$ cat src/rtl/exc_entry_seq.sv
module exc_entry_seq #(
  parameter int XLEN = 32,
  parameter logic [XLEN-1:0] VEC_BASE = '0,
  parameter int IMASK_BIT = 7,
  parameter int FMASK_BIT = 6
) (
  input  logic            clk,
  input  logic            rst_n,
  input  logic            rst_req,
  input  logic            fiq_req,
  input  logic            irq_req,
  input  logic            abt_req,
  input  logic            und_req,
  input  logic            swi_req,
  input  logic [XLEN-1:0] cur_pc,
  input  logic [XLEN-1:0] cur_psr,
  output logic            take_o,
  output logic [4:0]      mode_o,
  output logic [XLEN-1:0] psr_o,
  output logic [XLEN-1:0] vec_o,
  output logic            spsr_we_o,
  output logic [XLEN-1:0] spsr_o,
  output logic            lr_we_o,
  output logic [XLEN-1:0] lr_o
);
  localparam logic [4:0] M_FIQ = 5'b10001;
  localparam logic [4:0] M_IRQ = 5'b10010;
  localparam logic [4:0] M_SVC = 5'b10011;
  localparam logic [4:0] M_ABT = 5'b10111;
  localparam logic [4:0] M_UND = 5'b11011;

  wire fiq_ok = fiq_req & ~cur_psr[FMASK_BIT];
  wire irq_ok = irq_req & ~cur_psr[IMASK_BIT];

  logic            sel_take, sel_save, sel_setf;
  logic [4:0]      sel_mode;
  logic [7:0]      sel_off;
  logic [XLEN-1:0] psr_n;

  always_comb begin
    sel_take = 1'b1;
    sel_save = 1'b1;
    sel_setf = 1'b0;
    sel_mode = M_SVC;
    sel_off  = 8'h00;
    if (rst_req) begin
      sel_save = 1'b0;
      sel_setf = 1'b1;
    end else if (abt_req) begin
      sel_mode = M_ABT;
      sel_off  = 8'h10;
    end else if (fiq_ok) begin
      sel_mode = M_FIQ;
      sel_off  = 8'h1C;
      sel_setf = 1'b1;
    end else if (irq_ok) begin
      sel_mode = M_IRQ;
      sel_off  = 8'h18;
    end else if (und_req) begin
      sel_mode = M_UND;
      sel_off  = 8'h04;
    end else if (swi_req) begin
      sel_off  = 8'h08;
    end else begin
      sel_take = 1'b0;
      sel_save = 1'b0;
    end
  end

  always_comb begin
    psr_n = cur_psr;
    psr_n[4:0] = sel_mode;
    psr_n[IMASK_BIT] = 1'b1;
    if (sel_setf) psr_n[FMASK_BIT] = 1'b1;
  end

  always_ff @(posedge clk or negedge rst_n) begin
    if (!rst_n) begin
      take_o    <= 1'b0;
      spsr_we_o <= 1'b0;
      lr_we_o   <= 1'b0;
      mode_o    <= M_SVC;
      psr_o     <= '0;
      vec_o     <= VEC_BASE;
      spsr_o    <= '0;
      lr_o      <= '0;
    end else begin
      take_o    <= sel_take;
      spsr_we_o <= sel_save;
      lr_we_o   <= sel_save;
      if (sel_take) begin
        mode_o <= sel_mode;
        psr_o  <= psr_n;
        vec_o  <= VEC_BASE + XLEN'(sel_off);
        spsr_o <= cur_psr;
        lr_o   <= cur_pc + XLEN'(4);
      end
    end
  end
endmodule

$ cat config.mk
export PLATFORM = sky130hd
export DESIGN_NAME = exc_entry_seq
export DESIGN_NICKNAME = d
export VERILOG_FILES = /design/src/rtl/exc_entry_seq.sv
export SDC_FILE = /design/constraint.sdc
export NUM_CORES = 1
export LEC_CHECK = 0
export BUFFER_PORTS_ARGS = -buffer_cell sky130_fd_sc_hd__buf_4
export CORE_ASPECT_RATIO = 1.25
export CORE_UTILIZATION = 35
export DETAILED_ROUTE_END_ITERATION = 8
export PLACE_DENSITY = 0.67
export SLEW_MARGIN = 20
export SYNTH_ARGS = -nofsm -noshare
export SYNTH_HDL_FRONTEND = slang
export SYNTH_SLANG_ARGS = --single-unit
$ cat constraint.sdc
create_clock -name clk -period 1.2 [get_ports clk]
set_input_delay 0.18 -clock clk [delete_from_list [all_inputs] [get_ports clk]]
set_output_delay 0.18 -clock clk [all_outputs]
set_load 0.005 [all_outputs]
==> results of run 1 <==
[routing by layer]
metal	global-route usage, %	vias to the layer above	part of all wire (%)	routed length, um
li1	-	1832	-	-
met1	22.12	1801	41	4489
met2	33.01	157	52	5712
met3	4.682	11	6.1	668
met4	6.343	0	1.2	132
met5	0	-	0	0
[worst max path at each step]
stage,slack [ns],end,cells past startpoint,startpoint
after CTS,-0.25,lr_o[26],6,cur_pc[2]
after detailed placement,-0.74,lr_o[24],6,cur_pc[2]
after global placement,-0.68,lr_o[24],6,cur_pc[2]
after global routing,-0.29,lr_o[26],6,cur_pc[2]
final,-0.23,lr_o[26],6,cur_pc[2]
after floorplan,-0.50,lr_o[30],6,cur_pc[2]
[power groups by stage]
stage               logic, W  registers [W]  clock network, W
floorplan           0.000420        0.00291                 0
global placement     0.00107        0.00291                 0
detailed placement   0.00109        0.00291                 0
CTS                  0.00112        0.00287           0.00302
global route         0.00123        0.00289           0.00310
finish               0.00112        0.00287           0.00292
[timing repair]
item / in CTS / in global routing
gates resized for setup: 12 / 16
endpoints found under the hold margin: 18 / 0
buffers inserted: 3 / 3
setup endpoints to repair: 12 / 20
hold buffers: 1 / 0
cloned: 2 / 0
pin swaps: 20 / 16
[cell usage in the layout, fill, tap and decap left out, types with 5 or more instances in the layout]
master / count
nand4_1: 11
conb_1: 30
xor2_1: 8
o21ai_0: 18
buf_4: 230
nand3_1: 11
inv_1: 7
nand2_1: 129
clkbuf_16: 9
or4_4: 7
a21oi_1: 10
dfrtp_1: 75
or4_1: 8
nor2_1: 21
xnor2_1: 5
o31ai_1: 5
a31oi_1: 11
[area by class of cell]
class / count / area share, %
Timing Repair Buffer: 241 / 31.26
Tap cell: 132 / 2.729
Multi-Input combinational cell: 317 / 28.24
Clock buffer: 12 / 4.238
Sequential cell: 77 / 31.88
Inverter: 8 / 0.4962
Clock inverter: 4 / 1.158
[through the flow]
stage               power, W  TNS, ns
finish              0.006915   -1.962
global route        0.007225   -2.460
CTS                 0.007005   -2.227
detailed placement  0.004004   -17.34
floorplan           0.003334   -4.928
global placement    0.003974   -15.64
[worst max-delay path: cells and delay by family]
family | cells | cell delay, ns
simple gates | 3 | 1.14
fa+ha+maj | 1 | 0.15
compound gates | 1 | 0.13
buf+inv | 1 | 0.09
[cell families (layout without fill, tap and decap cells)]
group / after synthesis / in the layout / share of synthesized area (%)
adder cells (fa/ha/maj): 1 / 1 / 0.3183
AND/OR/NAND/NOR: 213 / 215 / 24.55
buffers and inverters: 86 / 265 / 14.07
flip-flops: 77 / 77 / 49.09
AO/OA/AOI/OAI: 57 / 57 / 8.628
other: 2 / 30 / 0.1911
XOR/XNOR: 13 / 13 / 2.897
multiplexers: 1 / 1 / 0.2547
[cells in the mapped netlist, types with 2 or more instances]
library cell  number  area (um^2)
inv_1              7        26.28
and4_1             2        17.52
nor4_1             2        12.51
nand3_1           14        70.07
nand4_1           11        68.82
o21a_1             2        15.01
clkbuf_1          17        63.81
o21ai_0           20        100.1
nor2_1            22        82.58
conb_1             2        7.510
o31ai_1            9        67.56
buf_4             59        442.9
xnor2_1            5        43.79
nor2b_1            2        12.51
xor2_1             8        70.07
a31oi_1           12        75.07
and2_1             3        18.77
dfstp_2            2        52.55
or3_1              5        31.28
and3_1             5        31.28
nand2b_1           3        18.77
a21oi_1           10        50.05
nand2_1          129        484.2
dfrtp_1           75         1877
o211ai_1           3        22.52
or4_1             12        90.09
[registers in the layout, summed over array words and instances, names as in the netlist]
register,flops
vec_o,3
mode_o,2
spsr_o,7
lr_o,32
lr_we_o,1
psr_o,31
take_o,1
==> results.json, run 1 <==
{
  "powerDensity_nw_per_um2": 1143,
  "seq_area_frac_synth_pct": 49.09,
  "min_delay_path_depth": 2,
  "start_util_pct": 36.48,
  "grt_max_degree": 41,
  "skew_ns": 0,
  "worstPathMaxFanout": 5,
  "drt-pass1-iter-count": 4,
  "cp.arrival_ns": 1.68,
  "dr.first_iter.drc_count": 152,
  "hold_violations": 0,
  "endpoint_kind": "flip-flop",
  "status": "finished with violations",
  "intPower_w": 0.005331,
  "die_area_um2": 11660,
  "synthArstFlopShare_pct": 100.0,
  "setup_slack_ns": -0.2294,
  "rows": 42,
  "combPwrFrac_pct": 16.3,
  "worst_r2r_endpoint": "vec_o[2]",
  "ff2ff_path_depth": 3,
  "swShare_pct": 22.92,
  "r2r_slack_ns": 0.31,
  "min_from": "cur_pc[2]",
  "grt.overflow.total": 0,
  "slowest_stage": "or4_4",
  "fillers": 996,
  "ys.flop_type": "dfrtp_1",
  "crit_type": "in -> reg",
  "num_antenna_cells": 0,
  "failed_checks": "setup timing",
  "r2r-start": "vec_o[2]",
  "p_switching_w": 0.001585,
  "multi_input_area_um2": 1709,
  "gp_congestion": 0.8229,
  "max_stage_delay_ns": 0.55,
  "fin_cells": 791,
  "worst_hold_slack_ns": 0.04267,
  "first_global_vias": 3553,
  "root_buffer": "clkbuf_16",
  "clk_latency_ns": 0.33,
  "fin_nets": 727,
  "hpwlAfterDp_um": 8249,
  "finalWirelength_um": 11000,
  "gr-usage-all-layers_pct": 18.71,
  "vdd_drop_max_mv": 0.7567,
  "fin_util_pct": 56.18,
  "ys_ff_latch": 77,
  "vias_per_cell": 4.805,
  "clk_pin_slew_ns": 0.06,
  "cts_tree": "yes",
  "maxCapViolations": 0,
  "whs_endpoint": "lr_o[2]",
  "core-area_um2": 10770,
  "postPlaceCellArea_um2": 5522,
  "timing.fmax_mhz": 699.6,
  "die_w_um": 96.78,
  "required_ns": 1.46,
  "antenna_found_initial": 0,
  "die_h_um": 120.5,
  "cts_buffers": 9,
  "clock_path_buffers": 2,
  "io_buffers": 177,
  "path_cells": "buf_8, ha_4, nand3_4, or4_4, or4_1, a31oi_1",
  "ant_nets": 0,
  "syn-cell-area_um2": 3930,
  "drc": 0,
  "vias": 3801,
  "fin_area_um2": 6052,
  "min_period_over_period_pct": 119.1,
  "slew_violations": 0,
  "io_pins": 208,
  "layout-drive-gt1-share_pct": 42.64,
  "yosysWarnings": 0,
  "register_area_um2": 1929,
  "seqPwrFrac_pct": 41.5,
  "pwr-share-clk_pct": 42.3,
  "synth_edf_count": 0,
  "dp_cells": 766,
  "clock_sinks": 77,
  "fin_crit_ns": 1.429,
  "finalSetupViolations": 12,
  "p_leak_nw": 2.956,
  "grt_first_pass_wirelength_um": 17290,
  "syn_area_per_cell_um2": 8.733,
  "hp-class": "in -> reg",
  "cp-start-kind": "input port",
  "htree_levels": 3,
  "wire_per_inst_um": 13.91,
  "dp_worst_setup_slack_ns": -0.7350,
  "syn2layout_area_growth_pct": 54.00,
  "synth_cell_type_count": 35,
  "rsz0062_at_grt": "yes",
  "netlist_instances": 450
}
Note: power is estimated with default switching activity, not from simulation.
==> run 2, diff against run 1 <==
CORE_MARGIN = 3   (was default)
==> run 2 against run 1 <==
  * The run still ends with setup timing left
  * Utilization up 0.16 points
  * Non-clock buffer count up 3
  * Design area up 0.29%
  * Fmax up 0.42%
  * Via count down 1.6%
  * Worst setup slack better by 0.0059 ns
  * Die area up 7.6%
  * Critical endpoint unchanged
  * Largest power group unchanged
==> results.json, run 2 (synthesis results as in run 1) <==
{
  "grt.overflow.total": 0,
  "path_cells": "buf_8, nand3_4, buf_6, or4_4, or4_1, a31oi_1",
  "first_global_vias": 3531,
  "rows": 42,
  "fin_setup_tns_ns": -1.698,
  "worstPathMaxFanout": 6,
  "clk_pin_slew_ns": 0.06,
  "hold_violations": 0,
  "gp_congestion": 0.8576,
  "largest_registers": "lr_o (32), psr_o (31), spsr_o (7)",
  "hp-class": "in -> reg",
  "failed_checks": "setup timing",
  "powerDensity_nw_per_um2": 1160,
  "cp_top_family": "simple AND/OR/NAND/NOR gates",
  "hpwlAfterDp_um": 8657,
  "syn2layout_area_growth_pct": 54.44,
  "vdd_drop_max_mv": 0.5326,
  "maxCapViolations": 0,
  "fillers": 995,
  "layout-drive-gt1-share_pct": 42.27,
  "core-area_um2": 10770,
  "path_buf_inv": 2,
  "max_stage_delay_ns": 0.54,
  "cts_tree": "yes",
  "start_util_pct": 36.48,
  "gr-usage-all-layers_pct": 16.99,
  "largest_register": "lr_o",
  "num_antenna_cells": 0,
  "rsz0062_at_grt": "yes",
  "cts_buffers": 9,
  "htree_levels": 3,
  "skew_ns": 0,
  "largest_reg_flops": 32,
  "drt-pass1-iter-count": 4,
  "finalWirelength_um": 11040,
  "slowest_stage": "or4_4",
  "vias_per_cell": 4.723,
  "status": "finished with violations",
  "layout_common_cells": "buf_4, nand2_1, dfrtp_1, conb_1, nor2_1",
  "final_common_cell": "buf_4",
  "min_period_over_period_pct": 118.6,
  "crit_type": "in -> reg",
  "grt_max_degree": 53,
  "multi_input_area_um2": 1664,
  "fin_nets": 728,
  "finalSetupViolations": 12,
  "register_area_um2": 1929,
  "cp.arrival_ns": 1.67,
  "grt_first_pass_wirelength_um": 17240,
  "dp_worst_setup_slack_ns": -0.7151,
  "wire_per_inst_um": 13.94,
  "clk_latency_ns": 0.32,
  "cp-start-kind": "input port",
  "io_pins": 208,
  "clock_path_buffers": 2,
  "setup_slack_ns": -0.2235,
  "die_h_um": 124.5,
  "antenna_found_initial": 0,
  "clock_sinks": 77,
  "dr.first_iter.drc_count": 128,
  "endpoint_kind": "flip-flop",
  "p_leak_nw": 2.984,
  "vias": 3741,
  "die_area_um2": 12540,
  "required_ns": 1.45,
  "fin_crit_ns": 1.423,
  "die_w_um": 100.8,
  "io_buffers": 177,
  "ant_nets": 0,
  "slew_violations": 0,
  "root_buffer": "clkbuf_16",
  "timing.fmax_mhz": 702.5,
  "fin_total_pwr_w": 0.007043,
  "drc": 0
}
## run 2: changes by cell type in the layout (fill, tap and decap cells not counted), moves of 2 or more
cell	change
buf_6	+5
or4_4	-3
buf_4	-3
buf_8	+2
o21ai_0	+2
o21ai_1	-2
clkbuf_8	+2
## run 2: worst paths after layout
check / slack (ns) / startpoint / endpoint / cells past startpoint
min in group asynchronous: 0.38 / rst_n / psr_o[31] / 3
setup / recovery: -0.22 / cur_pc[7] / lr_o[26] / 6
hold reg to reg: 0.47 / spsr_o[1] / spsr_o[1] / 2
max in group asynchronous: 0.52 / rst_n / mode_o[1] / 3
setup reg to reg: 0.34 / vec_o[2] / vec_o[2] / 3
hold / removal: 0.05 / cur_psr[1] / spsr_o[1] / 3
## run 2: power breakdown
part / switching, W / total (W) / internal, W
combinational: 0.000480 / 0.00113 / 0.000651
sequential: 0.000104 / 0.00287 / 0.00276
clock: 0.00100 / 0.00305 / 0.00204
total: 0.00159 / 0.00704 / 0.00546
## run 2: area by class of cell
type / count / share of cell area [%]
multi-input cells: 315 / 27.42
clock buffers: 13 / 4.618
repair buffers: 244 / 31.89
flip-flops and latches: 77 / 31.79
well taps: 132 / 2.721
inverters: 8 / 0.4947
clock inverters: 3 / 1.072
## run 2: timing repair
action,in CTS,in global routing
setup endpoints to repair,12,12
gates resized for setup,24,9
setup buffers,6,1
endpoints found under the hold margin,75,0
pin swaps,22,7
hold buffers,1,0
## run 2: worst register-to-register path, stage by stage (launching register included)
cell and delay [ns]:
dfrtp_1 0.38, a21oi_1 0.14, o21ai_0 0.08, and2_1 0.15
## run 2: stage by stage
stage | cell area, um^2 | std cells | utilization, % | hold WS (ns)
6_report | 6070 | 792 | 56.34 | 0.04528
3_5_place_dp | 5532 | 769 | 51.35 | 0.1902
3_3_place_gp | 5532 | 769 | 51.35 | 0.1851
4_1_cts | 6028 | 792 | 55.96 | 0.03460
5_1_grt | 6070 | 792 | 56.34 | 0.04740
2_1_floorplan | 4114 | 478 | - | -0.1156
## run 2: layer usage
layer  up-vias  routed length, um  global-route usage (%)  share of wire (%)
li1       1838                  -                       -                  -
met1      1739               4306                   20.06                 39
met2       157               5773                   30.79                 52
met3         7                862                   3.529                7.8
met4         0                102                   4.203               0.92
met5         -                  0                       0                  0
==> run 3, diff against run 2 <==
ABC_AREA = 1   (was default)
CTS_CLUSTER_DIAMETER = 120   (was default)
PLACE_DENSITY = 0.66   (was 0.67)
==> run 3 against run 2 <==
  * The flow now finishes without violations
  * Highest routed layer unchanged
  * Power fell by 4.4%
  * Synthesized cell count grew 22%
  * Critical path type is now reg -> out
  * Clock power down 8.5%
  * Sequential cell count unchanged
  * Sequential share of layout area rose by 0.76 points
  * Hold slack gained 0.0084 ns
  * Utilization down 5.3 points
  * Clock-buffer cell count did not move
  * Register-to-register slack improved by 0.05 ns
  * Via count rose by 5.0%
  * Non-clock buffer count down 30
  * Largest power group is now registers
==> results.json, run 3 <==
{
  "status": "complete, no violations",
  "rsz0062_at_grt": "no",
  "die_area_um2": 13290,
  "min_period_over_period_pct": 94.73,
  "dp_cells": 878,
  "postCtsSetupRepairBufs": 0,
  "slew_violations": 0,
  "cp-start-kind": "flip-flop",
  "powerDensity_nw_per_um2": 1136,
  "num_antenna_cells": 0,
  "met2_usage_pct": 30.93,
  "die_w_um": 103.7,
  "ant_nets": 0,
  "skew_ns": 0,
  "ys_ff_latch": 77,
  "p_leak_nw": 3.097,
  "grt_busiest_layer": "met2",
  "clk_pin_slew_ns": 0.06,
  "synth_common_cells": "nand2_1, dfrtp_1, buf_4, nor2_1, nand3_1",
  "crit_type": "reg -> out",
  "cts_buffers": 9,
  "hpwlAfterDp_um": 8930,
  "clock_path_buffers": 2,
  "yosysWarnings": 0,
  "p_switching_w": 0.001602,
  "rows": 44,
  "r2r_slack_ns": 0.39,
  "gp_congestion": 0.8867,
  "r2r-start": "vec_o[4]",
  "largest_reg_flops": 32,
  "synth_edf_count": 0,
  "min_delay_path_depth": 3,
  "synthArstFlopShare_pct": 100.0,
  "drc": 0,
  "htree_levels": 3,
  "worstPathMaxFanout": 2,
  "required_ns": 1.02,
  "cts_tree": "yes",
  "worst_hold_slack_ns": 0.05364,
  "ys.flop_type": "dfrtp_1",
  "pwr-share-clk_pct": 41.5,
  "vias_per_cell": 4.390,
  "cp.arrival_ns": 0.96,
  "endpoint_kind": "primary output",
  "gr-usage-all-layers_pct": 17.30,
  "netlist_instances": 551,
  "clock_sinks": 77,
  "grt.overflow.total": 0,
  "swShare_pct": 23.79,
  "hold_violations": 0,
  "drt-pass1-iter-count": 4,
  "layout-drive-gt1-share_pct": 32.56,
  "seqPwrFrac_pct": 42.7,
  "maxCapViolations": 0,
  "root_buffer": "clkbuf_16",
  "largest_register": "lr_o",
  "synth.most_common_cell": "nand2_1",
  "combPwrFrac_pct": 15.9,
  "vias": 3929,
  "path_buf_inv": 1,
  "worst_r2r_endpoint": "vec_o[4]",
  "grt_first_pass_wirelength_um": 18770,
  "hp-class": "in -> reg",
  "seq_area_frac_synth_pct": 46.18,
  "min_from": "cur_psr[13]",
  "syn_area_per_cell_um2": 7.582,
  "ff2ff_path_depth": 2,
  "path_cells": "buf_4",
  "wire_per_inst_um": 12.71,
  "grt_max_degree": 41,
  "fin_cells": 895,
  "finalSetupViolations": 0,
  "die_h_um": 128.2,
  "whs_endpoint": "psr_o[13]",
  "slowest_stage": "dfstp_2",
  "dr.first_iter.drc_count": 115,
  "intPower_w": 0.005131,
  "core-area_um2": 11620,
  "finalWirelength_um": 11370,
  "vdd_drop_max_mv": 0.5596,
  "fin_nets": 802,
  "first_global_vias": 3906,
  "antenna_found_initial": 0,
  "yosys.area.top_type_share_pct": 44.92,
  "synth_cell_type_count": 28,
  "fin_util_pct": 51.03,
  "final_common_cell": "nand2_1",
  "use_met1_pct": 20.35,
  "syn-cell-area_um2": 4178,
  "syn2layout_area_growth_pct": 41.90,
  "max_stage_delay_ns": 0.53,
  "synth_top_cell_by_area": "dfrtp_1",
  "fin_setup_tns_ns": 0,
  "ys_top_cells_by_area": "dfrtp_1, nand2_1, buf_4",
  "largest_registers": "lr_o (32), psr_o (31), spsr_o (7)",
  "clk_latency_ns": 0.32,
  "fin_crit_ns": 1.137,
  "start_util_pct": 35.97,
  "io_buffers": 177,
  "cp_top_family": "flip-flops",
  "timing.fmax_mhz": 879.7,
  "layout_common_cells": "nand2_1, buf_4, dfrtp_1, nor2_1, nand3_1",
  "io_pins": 208,
  "gr-usage-met3_pct": 4.131
}
[run 3: cell types whose count changed in the layout (fill, tap and decap cells not counted), moves of 6 or more]
cell      change
a21oi_1       -8
a31oi_1      -11
buf_4        -19
buf_6         -9
inv_1        +20
nand2_1     +116
nand3_1      +23
nand4_1       -9
nor2_1       +17
o21bai_1      +8
o31ai_1       -6
or4_1         -9
[run 3: logic make-up after synthesis]
| family | Yosys count | share of synthesized area, % |
|---|---|---|
| xor+xnor | 8 | 1.677 |
| buf+inv | 103 | 16.02 |
| other cells | 2 | 0.1798 |
| flops | 77 | 46.18 |
| fa+ha+maj | 1 | 0.2994 |
| compound gates | 28 | 3.924 |
| simple gates | 332 | 31.72 |
[run 3: repair_timing]
item                                    in CTS  in global routing
endpoints found under the setup margin       0                  5
gates resized for setup                      0                  3
hold endpoints to repair                    76                  0
hold buffers                                 1                  0
[run 3: cell type report]
| type | instances | area, um^2 |
|---|---|---|
| Multi-Input combinational cell | 399 | 1708 |
| Clock buffer | 13 | 270.3 |
| Inverter | 28 | 105.1 |
| Tap cell | 161 | 201.4 |
| Fill cell | 1135 | 5688 |
| Timing Repair Buffer | 214 | 1672 |
| Sequential cell | 77 | 1929 |
| Clock inverter | 3 | 42.54 |
[run 3: worst max-delay path by stage]
| stage | from | end | slack [ns] | cells past startpoint |
|---|---|---|---|---|
| final | mode_o[1] | mode_o[1] | 0.06 | 1 |
| after detailed placement | cur_pc[2] | lr_o[26] | -0.27 | 9 |
| after floorplan | cur_pc[2] | lr_o[22] | 0.04 | 8 |
| after global routing | cur_pc[2] | lr_o[20] | 0.004 | 10 |
| after CTS | mode_o[0] | mode_o[0] | 0.05 | 1 |
| after global placement | cur_pc[2] | lr_o[22] | -0.23 | 9 |
[run 3: through the flow]
stage | power (W) | cell area (um^2) | setup slack (ns)
6_report | 0.006733 | 5928 | 0.06326
5_1_grt | 0.007084 | 5928 | 0.004383
4_1_cts | 0.006833 | 5916 | 0.04639
2_1_floorplan | 0.003370 | 4283 | 0.03706
3_5_place_dp | 0.004000 | 5593 | -0.2650
3_3_place_gp | 0.003977 | 5593 | -0.2305
[run 3: power by group through the flow]
| stage | logic [W] | registers [W] | clock network [W] |
|---|---|---|---|
| after CTS | 0.00109 | 0.00288 | 0.00287 |
| after global routing | 0.00119 | 0.00289 | 0.00300 |
| after floorplan | 0.000451 | 0.00292 | 0 |
| after global placement | 0.00106 | 0.00291 | 0 |
| after detailed placement | 0.00108 | 0.00292 | 0 |
| final | 0.00107 | 0.00287 | 0.00279 |
[run 3: metal layers]
metal  vias to the layer above  routed length (um)
met1                      1805                4731
met5                         -                   0
met3                        14                 705
li1                       1964                   -
met2                       146                5716
met4                         0                 218
